$ cat config.mk
export PLATFORM = sky130hd
export DESIGN_NAME = sts_pair
export DESIGN_NICKNAME = d
export VERILOG_FILES = /design/src/rtl/sts_pkg.sv /design/src/rtl/sts_ptr.sv /design/src/rtl/sts_flags.sv /design/src/rtl/sts_modes.sv /design/src/rtl/sts_pair.sv
export SDC_FILE = /design/constraint.sdc
export NUM_CORES = 1
export LEC_CHECK = 0
export CORE_MARGIN = 4
export CORE_UTILIZATION = 40
export DETAILED_ROUTE_END_ITERATION = 8
export DONT_BUFFER_PORTS = 1
export GPL_ROUTABILITY_DRIVEN = 0
export MAX_ROUTING_LAYER = met4
export PLACE_DENSITY = 0.57
export SYNTH_ARGS = -nofsm -noshare
export SYNTH_HDL_FRONTEND = slang
export SYNTH_HIERARCHICAL = 1
export SYNTH_SLANG_ARGS = --single-unit
export TNS_END_PERCENT = 1
$ cat constraint.sdc
create_clock -name clk -period 2.8 [get_ports clk]
set_clock_uncertainty 0.2 [all_clocks]
set_input_delay 0.56 -clock clk [delete_from_list [all_inputs] [get_ports clk]]
set_output_delay 0.56 -clock clk [all_outputs]
set_load 0.03 [all_outputs]
$ cat src/rtl/sts_pkg.sv
package sts_pkg;
    // word-1 bit positions (fixed below the pointer buffer)
    localparam int P1_CNF  = 12;
    localparam int P1_TC   = 11;
    localparam int P1_SXM  = 10;
    localparam int P1_C    = 9;
    localparam int P1_HM   = 6;
    localparam int P1_FSM  = 5;
    localparam int P1_XF   = 4;
    localparam int P1_FO   = 3;
    localparam int P1_TXM  = 2;
    localparam int P1_LOW  = 13;   // bits below the buffer field

    typedef enum logic [3:0] {
        OP_NONE = 4'd0,
        OP_OVM  = 4'd1,
        OP_CNF  = 4'd2,
        OP_SXM  = 4'd3,
        OP_TXM  = 4'd4,
        OP_XF   = 4'd5,
        OP_FO   = 4'd6,
        OP_HM   = 4'd7,
        OP_FSM  = 4'd8,
        OP_PM   = 4'd9
    } mode_op_e;

    typedef enum logic [1:0] {
        PA_HOLD,
        PA_LOAD,
        PA_REST0,
        PA_REST1
    } ptr_act_e;
endpackage

$ cat src/rtl/sts_ptr.sv
module sts_ptr
    import sts_pkg::*;
#(
    parameter int PTR_W = 3
) (
    input  logic             clk,
    input  logic             rst_n,
    input  logic             ld1,
    input  logic             ld0,
    input  logic             ld,
    input  logic [PTR_W-1:0] v1,
    input  logic [PTR_W-1:0] v0,
    input  logic [PTR_W-1:0] v,
    output logic [PTR_W-1:0] arp,
    output logic [PTR_W-1:0] arb
);
    ptr_act_e act;

    always_comb begin
        if (ld1)      act = PA_REST1;
        else if (ld0) act = PA_REST0;
        else if (ld)  act = PA_LOAD;
        else          act = PA_HOLD;
    end

    always_ff @(posedge clk) begin
        if (!rst_n) begin
            arp <= '0;
            arb <= '0;
        end else begin
            unique case (act)
                PA_REST1: begin
                    arp <= v1;
                    arb <= v1;
                end
                PA_REST0: arp <= v0;
                PA_LOAD: begin
                    arb <= arp;
                    arp <= v;
                end
                default: ;
            endcase
        end
    end
endmodule

$ cat src/rtl/sts_flags.sv
module sts_flags (
    input  logic clk,
    input  logic rst_n,
    input  logic ld0,
    input  logic ld1,
    input  logic d1_tc,
    input  logic d1_c,
    input  logic ovf_evt,
    input  logic ovf_clr,
    input  logic int_ack,
    input  logic int_dis,
    input  logic int_en,
    input  logic tc_we,
    input  logic tc_val,
    input  logic c_we,
    input  logic c_val,
    output logic ov,
    output logic intm,
    output logic tc,
    output logic c
);
    always_ff @(posedge clk) begin
        if (!rst_n) begin
            ov   <= 1'b0;
            intm <= 1'b1;
            tc   <= 1'b0;
            c    <= 1'b1;
        end else begin
            if (ovf_evt)               ov <= 1'b1;
            else if (ovf_clr || ld0)   ov <= 1'b0;

            if (int_ack || int_dis)    intm <= 1'b1;
            else if (int_en)           intm <= 1'b0;

            if (ld1)                   tc <= d1_tc;
            else if (tc_we)            tc <= tc_val;

            if (ld1)                   c <= d1_c;
            else if (c_we)             c <= c_val;
        end
    end
endmodule

$ cat src/rtl/sts_modes.sv
module sts_modes
    import sts_pkg::*;
#(
    parameter int PAGE_W = 9
) (
    input  logic              clk,
    input  logic              rst_n,
    input  logic              ld0,
    input  logic              d0_ovm,
    input  logic [PAGE_W-1:0] d0_dp,
    input  logic              ld1,
    input  logic [12:0]       d1_low,
    input  logic [3:0]        op,
    input  logic              arg,
    input  logic [1:0]        pm_arg,
    input  logic              page_ld,
    input  logic [PAGE_W-1:0] page_val,
    output logic              ovm,
    output logic [PAGE_W-1:0] dp,
    output logic              cnf,
    output logic              sxm,
    output logic              hm,
    output logic              fsm,
    output logic              xf,
    output logic              fo,
    output logic              txm,
    output logic [1:0]        pm
);
    mode_op_e cmd;
    assign cmd = mode_op_e'(op);

    always_ff @(posedge clk) begin
        if (!rst_n) begin
            ovm <= 1'b0;
            dp  <= '0;
        end else if (ld0) begin
            ovm <= d0_ovm;
            dp  <= d0_dp;
        end else begin
            if (cmd == OP_OVM) ovm <= arg;
            if (page_ld)       dp  <= page_val;
        end
    end

    always_ff @(posedge clk) begin
        if (!rst_n) begin
            cnf <= 1'b0;
            sxm <= 1'b1;
            hm  <= 1'b1;
            fsm <= 1'b1;
            xf  <= 1'b1;
            fo  <= 1'b0;
            txm <= 1'b0;
            pm  <= 2'b00;
        end else if (ld1) begin
            cnf <= d1_low[P1_CNF];
            sxm <= d1_low[P1_SXM];
            hm  <= d1_low[P1_HM];
            fsm <= d1_low[P1_FSM];
            xf  <= d1_low[P1_XF];
            fo  <= d1_low[P1_FO];
            txm <= d1_low[P1_TXM];
            pm  <= d1_low[1:0];
        end else begin
            unique case (cmd)
                OP_CNF:  cnf <= arg;
                OP_SXM:  sxm <= arg;
                OP_TXM:  txm <= arg;
                OP_XF:   xf  <= arg;
                OP_FO:   fo  <= arg;
                OP_HM:   hm  <= arg;
                OP_FSM:  fsm <= arg;
                OP_PM:   pm  <= pm_arg;
                default: ;
            endcase
        end
    end
endmodule

$ cat src/rtl/sts_pair.sv
module sts_pair
    import sts_pkg::*;
#(
    parameter int PTR_W  = 3,
    parameter int PAGE_W = 9,
    parameter int OFS_W  = 7,
    localparam int W0    = PTR_W + 4 + PAGE_W,
    localparam int W1    = PTR_W + P1_LOW,
    localparam int AW    = PAGE_W + OFS_W
) (
    input  logic              clk,
    input  logic              rst_n,
    input  logic              st0_ld,
    input  logic [W0-1:0]     st0_data,
    input  logic              st1_ld,
    input  logic [W1-1:0]     st1_data,
    input  logic              ptr_ld,
    input  logic [PTR_W-1:0]  ptr_val,
    input  logic              page_ld,
    input  logic [PAGE_W-1:0] page_val,
    input  logic [3:0]        mode_op,
    input  logic              mode_arg,
    input  logic [1:0]        pm_val,
    input  logic              ovf_evt,
    input  logic              ovf_clr,
    input  logic              int_ack,
    input  logic              int_dis,
    input  logic              int_en,
    input  logic              tc_we,
    input  logic              tc_val,
    input  logic              c_we,
    input  logic              c_val,
    input  logic [OFS_W-1:0]  ofs,
    output logic [W0-1:0]     st0_word,
    output logic [W1-1:0]     st1_word,
    output logic [PTR_W-1:0]  arp_o,
    output logic [PTR_W-1:0]  arb_o,
    output logic [PAGE_W-1:0] dp_o,
    output logic              ov_o,
    output logic              ovm_o,
    output logic              intm_o,
    output logic              cnf_o,
    output logic              tc_o,
    output logic              sxm_o,
    output logic              c_o,
    output logic              hm_o,
    output logic              fsm_o,
    output logic              xf_o,
    output logic              fo_o,
    output logic              txm_o,
    output logic [1:0]        pm_o,
    output logic [AW-1:0]     dir_addr
);
    localparam int OVM_B  = PAGE_W + 2;
    localparam int PTR_L0 = W0 - PTR_W;

    logic [12:0] d1_low;
    logic        unused_bits;

    assign d1_low      = st1_data[P1_LOW-1:0];
    assign unused_bits = ^{st0_data[PAGE_W+3], st0_data[PAGE_W+1:PAGE_W], d1_low[8:7]};

    sts_ptr #(.PTR_W(PTR_W)) u_ptr (
        .clk (clk),
        .rst_n (rst_n),
        .ld1 (st1_ld),
        .ld0 (st0_ld),
        .ld  (ptr_ld),
        .v1  (st1_data[W1-1:P1_LOW]),
        .v0  (st0_data[W0-1:PTR_L0]),
        .v   (ptr_val),
        .arp (arp_o),
        .arb (arb_o)
    );

    sts_flags u_flags (
        .clk     (clk),
        .rst_n   (rst_n),
        .ld0     (st0_ld),
        .ld1     (st1_ld),
        .d1_tc   (d1_low[P1_TC]),
        .d1_c    (d1_low[P1_C]),
        .ovf_evt (ovf_evt),
        .ovf_clr (ovf_clr),
        .int_ack (int_ack),
        .int_dis (int_dis),
        .int_en  (int_en),
        .tc_we   (tc_we),
        .tc_val  (tc_val),
        .c_we    (c_we),
        .c_val   (c_val),
        .ov      (ov_o),
        .intm    (intm_o),
        .tc      (tc_o),
        .c       (c_o)
    );

    sts_modes #(.PAGE_W(PAGE_W)) u_modes (
        .clk      (clk),
        .rst_n    (rst_n),
        .ld0      (st0_ld),
        .d0_ovm   (st0_data[OVM_B]),
        .d0_dp    (st0_data[PAGE_W-1:0]),
        .ld1      (st1_ld),
        .d1_low   (d1_low),
        .op       (mode_op),
        .arg      (mode_arg),
        .pm_arg   (pm_val),
        .page_ld  (page_ld),
        .page_val (page_val),
        .ovm      (ovm_o),
        .dp       (dp_o),
        .cnf      (cnf_o),
        .sxm      (sxm_o),
        .hm       (hm_o),
        .fsm      (fsm_o),
        .xf       (xf_o),
        .fo       (fo_o),
        .txm      (txm_o),
        .pm       (pm_o)
    );

    assign st0_word = {arp_o, ov_o, ovm_o, 1'b1, intm_o, dp_o};
    assign st1_word = {arb_o, cnf_o, tc_o, sxm_o, c_o, 2'b11,
                       hm_o, fsm_o, xf_o, fo_o, txm_o, pm_o};
    assign dir_addr = {dp_o, ofs};
endmodule

==> results of run 1 <==
==> how the worst max path moves through the flow <==
| stage | start | endpoint | slack, ns | cells after the start |
|---|---|---|---|---|
| after global placement | st0_ld | u_ptr/arp[0]$_SDFFE_PN0P_ | 0.72 | 6 |
| final | u_modes/dp[0]$_SDFFE_PN0P_ | dir_addr[7] | 0.85 | 0 |
| after CTS | u_modes/dp[3]$_SDFFE_PN0P_ | st0_word[3] | 0.84 | 0 |
| after floorplan | st0_ld | u_ptr/arp[0]$_SDFFE_PN0P_ | 0.80 | 6 |
| after global routing | u_modes/dp[3]$_SDFFE_PN0P_ | dp_o[3] | 0.81 | 0 |
| after detailed placement | st0_ld | u_ptr/arp[0]$_SDFFE_PN0P_ | 0.67 | 6 |
==> routing by layer <==
metal / GRT usage [%] / up-vias
li1: - / 595
met1: 13.8 / 582
met2: 23.4 / 84
met3: 6.56 / 7
met4: 4.27 / 0
met5: - / -
==> logic make-up (layout without fill, tap and decap cells) <==
family | count (synthesis) | count (layout) | share of synthesized area (%)
other | 1 | 3 | 0.197
DFF | 29 | 29 | 30.5
muxes | 21 | 21 | 11.0
adders and majority gates | 3 | 3 | 1.97
and+or+nand+nor | 55 | 55 | 19.6
AOI/OAI and AO/OA | 38 | 38 | 14.2
buffers and inverters | 63 | 16 | 22.5
==> through the flow <==
stage / setup WS, ns / area, um2 / cells
global placement: 0.723 / 1580 / 209
finish: 0.855 / 1660 / 217
CTS: 0.840 / 1660 / 217
floorplan: 0.800 / 1910 / 212
detailed placement: 0.671 / 1580 / 209
global route: 0.813 / 1660 / 217
==> final cells by class <==
type                    instances  share of cell area (%)
clock buffers                   8                    4.83
inverters                       8                    1.81
multi-input cells             120                    54.4
flip-flops and latches         29                    35.0
well taps                      52                    3.92
==> cells in the final DEF (no fill, tap or decap), types with 4 or more instances in the layout <==
| master | netlist | final |
|---|---|---|
| clkbuf_8 | 0 | 5 |
| inv_1 | 7 | 7 |
| nand2_1 | 15 | 15 |
| and2_1 | 9 | 9 |
| nor4b_2 | 4 | 4 |
| mux2i_1 | 21 | 21 |
| a211oi_2 | 4 | 4 |
| a21oi_1 | 4 | 4 |
| nor3b_1 | 5 | 5 |
| nor3_1 | 4 | 4 |
| dfxtp_1 | 29 | 29 |
| o21ai_0 | 13 | 13 |
==> worst register-to-register path, delay by kind of cell (launching register included) <==
kind             cells  cell delay (ns)
AO/OA/AOI/OAI        1             0.17
flip-flops           1             0.91
multiplexers         1             0.16
AND/OR/NAND/NOR      1             0.14
==> Yosys cell counts (3+ instances only) <==
master	instances	area, um2
o211ai_1	3	22.5
nor3_1	4	20.0
mux2i_1	21	210
ha_1	3	37.5
o21ai_0	13	65.1
a211oi_2	4	50.1
nand2_1	15	56.3
dfxtp_1	29	581
a211oi_1	3	22.5
nor3b_1	5	37.5
buf_4	48	360
nand3_1	3	15.0
nor4b_2	4	60.1
o21ai_1	3	15.0
inv_1	7	26.3
and2_1	9	56.3
a21oi_1	4	20.0
buf_2	4	20.0
==> power by group <==
group	switching, mW	internal (mW)
clock	0.147	0.176
combinational	0.0489	0.0592
sequential	0.175	0.444
==> sequential cells by signal, indices dropped and copies added, names as in the netlist <==
register	cells
u_modes/cnf	1
u_modes/xf	1
u_modes/dp	9
u_modes/fo	1
u_ptr/arp	3
u_modes/ovm	1
u_ptr/arb	3
u_flags/c	1
u_modes/hm	1
u_modes/fsm	1
u_modes/sxm	1
u_flags/ov	1
u_modes/pm	2
u_flags/intm	1
u_modes/txm	1
u_flags/tc	1
==> run metrics, run 1 <==
antenna-violating nets left=0; status=finished, final reports clean; launching element type of the critical path=register; Detailed Route Iter0 Violations=70; GRT Resource Usage Total=about 14%; Max Buffers Root-to-Sink=2; worst slew margin relative to its limit=between 30 and 40%; clock tree from TritonCTS=yes; post-detailed-route via-to-cell ratio=5.84; footprint of the multi-input gates=902 um2; arrival time at the worst endpoint=between 1 and 1.5 ns; hold depth=1; clock insertion delay at the later pin of the skew report=0.27 ns; Post-synth EDFFs=0; wire length of the first global-routing pass=6.33 mm; pwr/cell area=~630 mW/mm2; reg-to-reg critical path startpoint=u_modes/dp[3]$_SDFFE_PN0P_; final wirelength=roughly 4.1 mm; # diodes=0; post-detailed-route DRC marker count=0; synthesized flop and latch total=29; post-cts repair resize count=0; routed length on met3=511 um; Pwr Total=between 1 and 1.5 mW; Synth Warn #=6; destination of the worst register-to-register timing path=u_modes/dp[3]$_SDFFE_PN0P_; final setup TNS=0 ns; number of core rows=24; path class of the lowest-slack min-delay path=in2reg; CP Data Required Time=slightly above 2 ns; ratio of cells with drive above 1 in the final layout=about an eighth; area of the core region=approximately 0.0045 mm2; H-tree levels=2; synthesis-to-layout area growth=-12.9%; gate count of the mapped netlist=210; met1 wire length=between 1.5 and 2 mm; number of buffers created by CTS=5; total via count after detailed routing=around 1300; routed length on met2=2.03 mm; count of boundary I/O pins=150; proportion of register bits with asynchronous set or reset after synthesis=0%; die area=0.00593 mm2; highest clock frequency the design can meet=514 MHz; max-slew violation total from the final report=0; Hold Worst Slack=0.154 ns; hold worst-path end=u_modes/fsm$_SDFFE_PN1P_; fin crit share=69.5%; maximum VDD drop=0.261 mV; Hold Path Origin=rst_n; Post-Route Utilization=37.1%; maximum number of pins on one net before global-route repair=28; Crit Path Class=reg2out; register-to-register setup slack=1.16 ns; worst-path fanout max=4; sum of overflow across all layers after global routing=0; Post-DP HPWL=3.16 mm; fraction of the yosys area taken by sequential cells=30.5%; number of antenna violations at the first check in global routing=0; Unique masters post-synth=39; Synth Area per Inst=between 9 and 10 um2; number of cells on the worst reg-to-reg path=3; final hold vios=0; minimum clock period=1.95 ns; unrepaired setup endpoints after global routing=no; mean routed wirelength per cell=19.1 um; IO Port Bufs=0; Top Metal Used=met4; overall die height=a little under 80 um; count of endpoints failing setup in the final report=0; drt first pass iters=4; layout net count=240; Slew @ Worst Pin=around 0.90 ns; number of sinks on the clock net=29; Sequential Area=slightly below 600 um2; # Post-CTS Setup Buffers=0; leading register cell type out of synthesis=dfxtp_1; die span in x=around 77 um; vias in the first global route=1263; max_cap viols=0; Filler cells=roughly 460; leakage power total=0.665 nW; hold buffer count at CTS=0; effective utilization at floorplan=42.6%; clock root buffer=clkbuf_8; clock slew seen by the registers of the worst setup and hold paths=0.06 ns; Worst setup EP type=output port; synthesized area=roughly 0.0019 mm2
No activity file was read; power rests on OpenSTA's default activity.
==> run 2: changes to the inputs <==
==> constraint.sdc (replaced) <==
create_clock -name clk -period 1.8 [get_ports clk]
set_clock_uncertainty 0.2 [all_clocks]
set_input_delay 0.36 -clock clk [delete_from_list [all_inputs] [get_ports clk]]
set_output_delay 0.36 -clock clk [all_outputs]
set_load 0.03 [all_outputs]
==> run 2 against run 1 <==
Effect of this change: non-clock buffer count increased by 32; largest power group unchanged; utilization increased by 6.0 points; first-iteration DRC count increased by 4.3%; wire length increased by 5.7%; setup slack got worse by 0.73 ns.
==> run metrics, run 2 (synthesis gave the netlist of run 1 again) <==
status=finished, final reports clean; pwr/cell area=892 mW/mm2 (+41%); launching element type of the critical path=primary input; largest registers=u_modes/dp (9), u_ptr/arb (3), u_ptr/arp (3); maximum VDD drop=0.477 mV (+83%); Post-Route Utilization=43.0% (+6.0 points); Sequential Area=581 um2 (unchanged); most used cells in the layout excluding fill and tap cells=dfxtp_1 (29), buf_4 (27), mux2i_1 (21); sum of overflow across all layers after global routing=0 (unchanged); clock tree from TritonCTS=yes; register with the most flip-flops=u_modes/dp; antenna-violating nets left=0 (unchanged); flip-flop count of the largest register after layout=9 (unchanged); final hold vios=0 (unchanged); fin worst setup slack=0.125 ns (-0.730 ns); number of antenna violations at the first check in global routing=0 (unchanged); Filler cells=460 (+0.66%); clock slew seen by the registers of the worst setup and hold paths=0.06 ns (about the same); IO Port Bufs=0 (unchanged); max_cap viols=0 (unchanged); mean routed wirelength per cell=17.6 um (-7.9%); Post-DP HPWL=3.19 mm (+0.76%); ratio of cells with drive above 1 in the final layout=25.4% (+13 points); minimum clock period=1.68 ns; CP Data Required Time=1.74 ns (-0.30 ns); Post-Layout Cell Count=249 (+15%); unrepaired setup endpoints after global routing=no; effective utilization at floorplan=42.6% (unchanged); number of buffers created by CTS=5 (unchanged); synthesis-to-layout area growth=1.05%; die area=0.00593 mm2 (unchanged); Max Buffers Root-to-Sink=2 (unchanged); number of core rows=24 (unchanged); footprint of the multi-input gates=916 um2 (+1.5%); drt first pass iters=4 (unchanged); Pwr Total=1.72 mW (+63%); overall die height=77 um (unchanged); Crit Path Class=in2reg; clock root buffer=clkbuf_8; maximum number of pins on one net before global-route repair=28 (unchanged); fin crit share=93.1%; area of the core region=0.00447 mm2 (unchanged); count of endpoints failing setup in the final report=0 (unchanged); Placed Cells incl. Taps=236 (+13%); count of boundary I/O pins=150 (unchanged); GRT Resource Usage Total=15.3% (+1.6 points); worst slew margin relative to its limit=58.5% (+19 points); max-slew violation total from the final report=0 (unchanged); number of sinks on the clock net=29 (unchanged); layout net count=272 (+13%); post-detailed-route via-to-cell ratio=5.65 (-3.3%); highest clock frequency the design can meet=~600 MHz; most common cell after layout, fill and taps aside=dfxtp_1; H-tree levels=2 (unchanged); vias in the first global route=1544 (+22%); fin area=0.00192 mm2 (+16%); final wirelength=4.37 mm (+5.7%); Worst setup EP type=register; path class of the lowest-slack min-delay path=in2reg; wire length of the first global-routing pass=7.11 mm (+12%); arrival time at the worst endpoint=1.61 ns (+0.42 ns); clock insertion delay at the later pin of the skew report=0.28 ns (about the same); setup slack after placement=-0.0914 ns (-0.763 ns); # diodes=0 (unchanged); post-detailed-route DRC marker count=0 (unchanged); hold buffer count at CTS=4 (+4); # Post-CTS Setup Buffers=0 (unchanged); leakage power total=0.824 nW (+24%); final setup TNS=0 ns (unchanged); Detailed Route Iter0 Violations=73 (+4.3%); die span in x=77 um (unchanged); worst-path fanout max=1 (-3); total via count after detailed routing=1407 (+11%); post-cts repair resize count=0 (unchanged); area post-placement=0.00179 mm2 (+14%); Hold Worst Slack=0.00899 ns (-0.145 ns); Slew @ Worst Pin=0.622 ns (-0.281 ns)
[run 2: changes by cell type in the layout (fill, tap and decap cells not counted), sizes merged]
cell and change:
buf +27, dlygate4sd3 +5
[run 2: path summary, 6_finish.rpt]
check                                                from                          to  slack (ns)  cells past startpoint
worst max-delay path                              int_ack   u_flags/intm$_SDFFE_PP1P_        0.12                      4
worst min-delay path                                rst_n  u_modes/pm[0]$_SDFFE_PN0P_       0.009                      1
worst max register to register    u_modes/xf$_SDFFE_PN1P_     u_modes/xf$_SDFFE_PN1P_        0.47                      2
worst min register to register  u_ptr/arp[2]$_SDFFE_PN0P_   u_ptr/arp[2]$_SDFFE_PN0P_        0.30                      2
[run 2: layer usage]
| layer | GRT usage [%] | vias up | wire length, um |
|---|---|---|---|
| li1 | - | 651 | - |
| met1 | 15.2 | 633 | 1650 |
| met2 | 26.7 | 105 | 2140 |
| met3 | 5.62 | 18 | 498 |
| met4 | 6.94 | 0 | 82 |
| met5 | - | - | 0 |
[run 2: layout make-up]
class,count,share of cell area [%]
Inverter,8,1.56
Tap cell,52,3.38
Multi-Input combinational cell,120,47.6
Sequential cell,29,30.2
Timing Repair Buffer,32,13.1
Clock buffer,8,4.16
[run 2: where the power goes]
| part | switching, mW | internal [mW] | total [mW] |
|---|---|---|---|
| clock network | 0.226 | 0.274 | 0.500 |
| registers | 0.0560 | 0.691 | 0.747 |
| logic | 0.312 | 0.157 | 0.469 |
[run 2: worst max-delay path, stage by stage]
cell and delay [ns]:
dlygate4sd3_1 0.54, nor2_1 0.08, dlygate4sd3_1 0.55, nand3_1 0.07
==> run 3: changes to the inputs <==
--- a/config.mk
+++ b/config.mk
@@ -6,12 +6,13 @@
 export NUM_CORES = 1
 export LEC_CHECK = 0
 export CORE_MARGIN = 4
-export CORE_UTILIZATION = 40
+export CORE_UTILIZATION = 37
 export DETAILED_ROUTE_END_ITERATION = 8
 export DONT_BUFFER_PORTS = 1
 export GPL_ROUTABILITY_DRIVEN = 0
 export MAX_ROUTING_LAYER = met4
-export PLACE_DENSITY = 0.57
+export PLACE_DENSITY = 0.54
+export SETUP_SLACK_MARGIN = 0.02
 export SYNTH_ARGS = -nofsm -noshare
 export SYNTH_HDL_FRONTEND = slang
 export SYNTH_HIERARCHICAL = 1
==> run 3 against run 2 <==
Effect of this change: setup slack improved by 0.014 ns; critical path type unchanged; critical path depth unchanged; sequential power increased by 1%.
==> run metrics, run 3 (synthesis gave the netlist of run 1 again) <==
unrepaired setup endpoints after global routing=no; Crit Path Class=in2reg; CP Data Required Time=1.74 ns (about the same); Placed Cells incl. Taps=254 (+7.6%); max_cap viols=0 (unchanged); H-tree levels=2 (unchanged); count of endpoints failing setup in the final report=0 (unchanged); final wirelength=4.36 mm (-0.39%); number of antenna violations at the first check in global routing=0 (unchanged); largest registers=u_modes/dp (9), u_ptr/arb (3), u_ptr/arp (3); max-slew violation total from the final report=0 (unchanged); Hold Path Origin=rst_n; maximum number of pins on one net before global-route repair=28 (unchanged); maximum VDD drop=0.339 mV (-29%); most used cells in the layout excluding fill and tap cells=buf_4 (29), dfxtp_1 (29), mux2i_1 (21); post-detailed-route DRC marker count=0 (unchanged); number of cells on the worst reg-to-reg path=2 (unchanged); wire length of the first global-routing pass=6.87 mm (-3.5%); antenna-violating nets left=0 (unchanged); reg-to-reg critical path startpoint=u_modes/fsm$_SDFFE_PN1P_; die span in x=79.7 um (+3.6%); minimum clock period=1.66 ns (-0.0137 ns); layout net count=275 (+1.1%); ratio of cells with drive above 1 in the final layout=27.6% (+2.3 points); final hold vios=0 (unchanged); Hold Worst Slack=0.0187 ns (+0.00973 ns); flip-flop count of the largest register after layout=9 (unchanged); register-to-register setup slack=0.47 ns (about the same); Seq pwr share=43.1% (-0.4 points); clock tree from TritonCTS=yes; launching element type of the critical path=primary input; clock slew seen by the registers of the worst setup and hold paths=0.06 ns (about the same); Post-DP HPWL=3.27 mm (+2.7%); highest clock frequency the design can meet=602 MHz (+0.82%); synthesis-to-layout area growth=4.34%; arrival time at the worst endpoint=1.60 ns (about the same); hold worst-path end=u_flags/tc$_SDFFE_PN0P_; fin area=0.00199 mm2 (+3.3%); number of sinks on the clock net=29 (unchanged); fin crit share=92.3% (-0.76 points); IO Port Bufs=0 (unchanged); drt first pass iters=4 (unchanged); status=finished, final reports clean; # Post-CTS Setup Buffers=0 (unchanged); clock root buffer=clkbuf_8; Max Buffers Root-to-Sink=2 (unchanged); overall die height=79.7 um (+3.6%); Pint=1.16 mW (+3.5%); area post-placement=0.00185 mm2 (+3.1%); Worst setup EP type=register; number of buffers created by CTS=5 (unchanged); GRT Resource Usage Total=14.0% (-1.2 points); path class of the lowest-slack min-delay path=in2reg; destination of the worst register-to-register timing path=u_modes/fsm$_SDFFE_PN1P_; pwr/cell area=880 mW/mm2 (-1.2%); count of boundary I/O pins=150 (unchanged); post-cts repair resize count=0 (unchanged); clock network fraction of design power=30.0% (+0.9 points); clock insertion delay at the later pin of the skew report=0.26 ns (-0.02 ns); effective utilization at floorplan=39.3% (-3.3 points); switching power summed over all nets=588 uW (-0.92%); number of core rows=25 (+4.2%); register with the most flip-flops=u_modes/dp; worst-path fanout max=1 (unchanged); Post-Layout Cell Count=266 (+6.8%); sum of overflow across all layers after global routing=0 (unchanged); hold depth=2 (+1); leakage power total=0.845 nW (+2.6%); # diodes=0 (unchanged); die area=0.00636 mm2 (+7.2%); post-detailed-route via-to-cell ratio=5.17 (-8.5%); area of the core region=0.00485 mm2 (+8.4%); net switching fraction of the power=33.6% (-0.98 points); Detailed Route Iter0 Violations=49 (-33%); vias in the first global route=1429 (-7.4%); Comb pwr share=26.9% (-0.5 points); Slew @ Worst Pin=0.620 ns (-0.00131 ns); total via count after detailed routing=1375 (-2.3%); worst slew margin relative to its limit=58.6% (+0.087 points); mean routed wirelength per cell=16.4 um (-6.8%)
==> run 3: through the flow <==
stage / power [mW] / util, % / worst slack, ns / setup TNS [ns]
4_1_cts: 1.78 / 40.8 / 0.143 / 0
6_report: 1.75 / 41.0 / 0.138 / 0
3_5_place_dp: 1.23 / 38.2 / -0.0235 / -0.0324
2_1_floorplan: 1.25 / - / 0.0363 / 0
3_3_place_gp: 1.22 / 38.2 / 0.0153 / 0
5_1_grt: 1.86 / 41.0 / 0.0898 / 0
==> run 3: per-layer routing <==
metal  GRT usage [%]  routed length [um]  vias to the layer above
met2            23.8                2200                       85
met1            15.7                1640                      624
met5               -                   0                        -
met3            4.06                 452                       10
li1                -                   -                      656
met4            5.07                  62                        0
==> run 3: worst max-delay path by stage <==
stage                                            to                      start  cells after the start
final                     u_flags/intm$_SDFFE_PP1P_                    int_ack                      4
after global routing      u_flags/intm$_SDFFE_PP1P_                    int_ack                      4
after CTS                              st0_word[15]  u_ptr/arp[2]$_SDFFE_PN0P_                      1
after detailed placement  u_ptr/arp[1]$_SDFFE_PN0P_                     st0_ld                      6
after global placement    u_ptr/arp[1]$_SDFFE_PN0P_                     st0_ld                      6
after floorplan           u_ptr/arp[1]$_SDFFE_PN0P_                     st0_ld                      8
==> run 3: power by group through the flow <==
| stage | registers [mW] | logic [mW] | clock network [mW] |
|---|---|---|---|
| 2_1_floorplan | 0.835 | 0.414 | 0 |
| 3_3_place_gp | 0.766 | 0.451 | 0 |
| 5_1_grt | 0.762 | 0.502 | 0.593 |
| 6_report | 0.755 | 0.470 | 0.524 |
| 3_5_place_dp | 0.769 | 0.460 | 0 |
| 4_1_cts | 0.755 | 0.471 | 0.555 |
==> run 3: repair_timing <==
| item | CTS | global route |
|---|---|---|
| hold endpoints to repair | 6 | 1 |
| endpoints found under the setup margin | 0 | 0 |
| hold buffers | 4 | 1 |
==> run 3: worst max-delay path, cell delays in order <==
cell and delay (ns):
dlygate4sd3_1 0.54, nor2_1 0.08, dlygate4sd3_1 0.55, nand3_1 0.07
==> run 3: area by class of cell <==
cell class | instances | area, um2
repair buffers | 35 | 288
multi-input cells | 120 | 918
well taps | 67 | 83.8
fillers | 479 | 2860
flip-flops and latches | 29 | 581
inverters | 8 | 30.0
clock buffers | 7 | 86.3
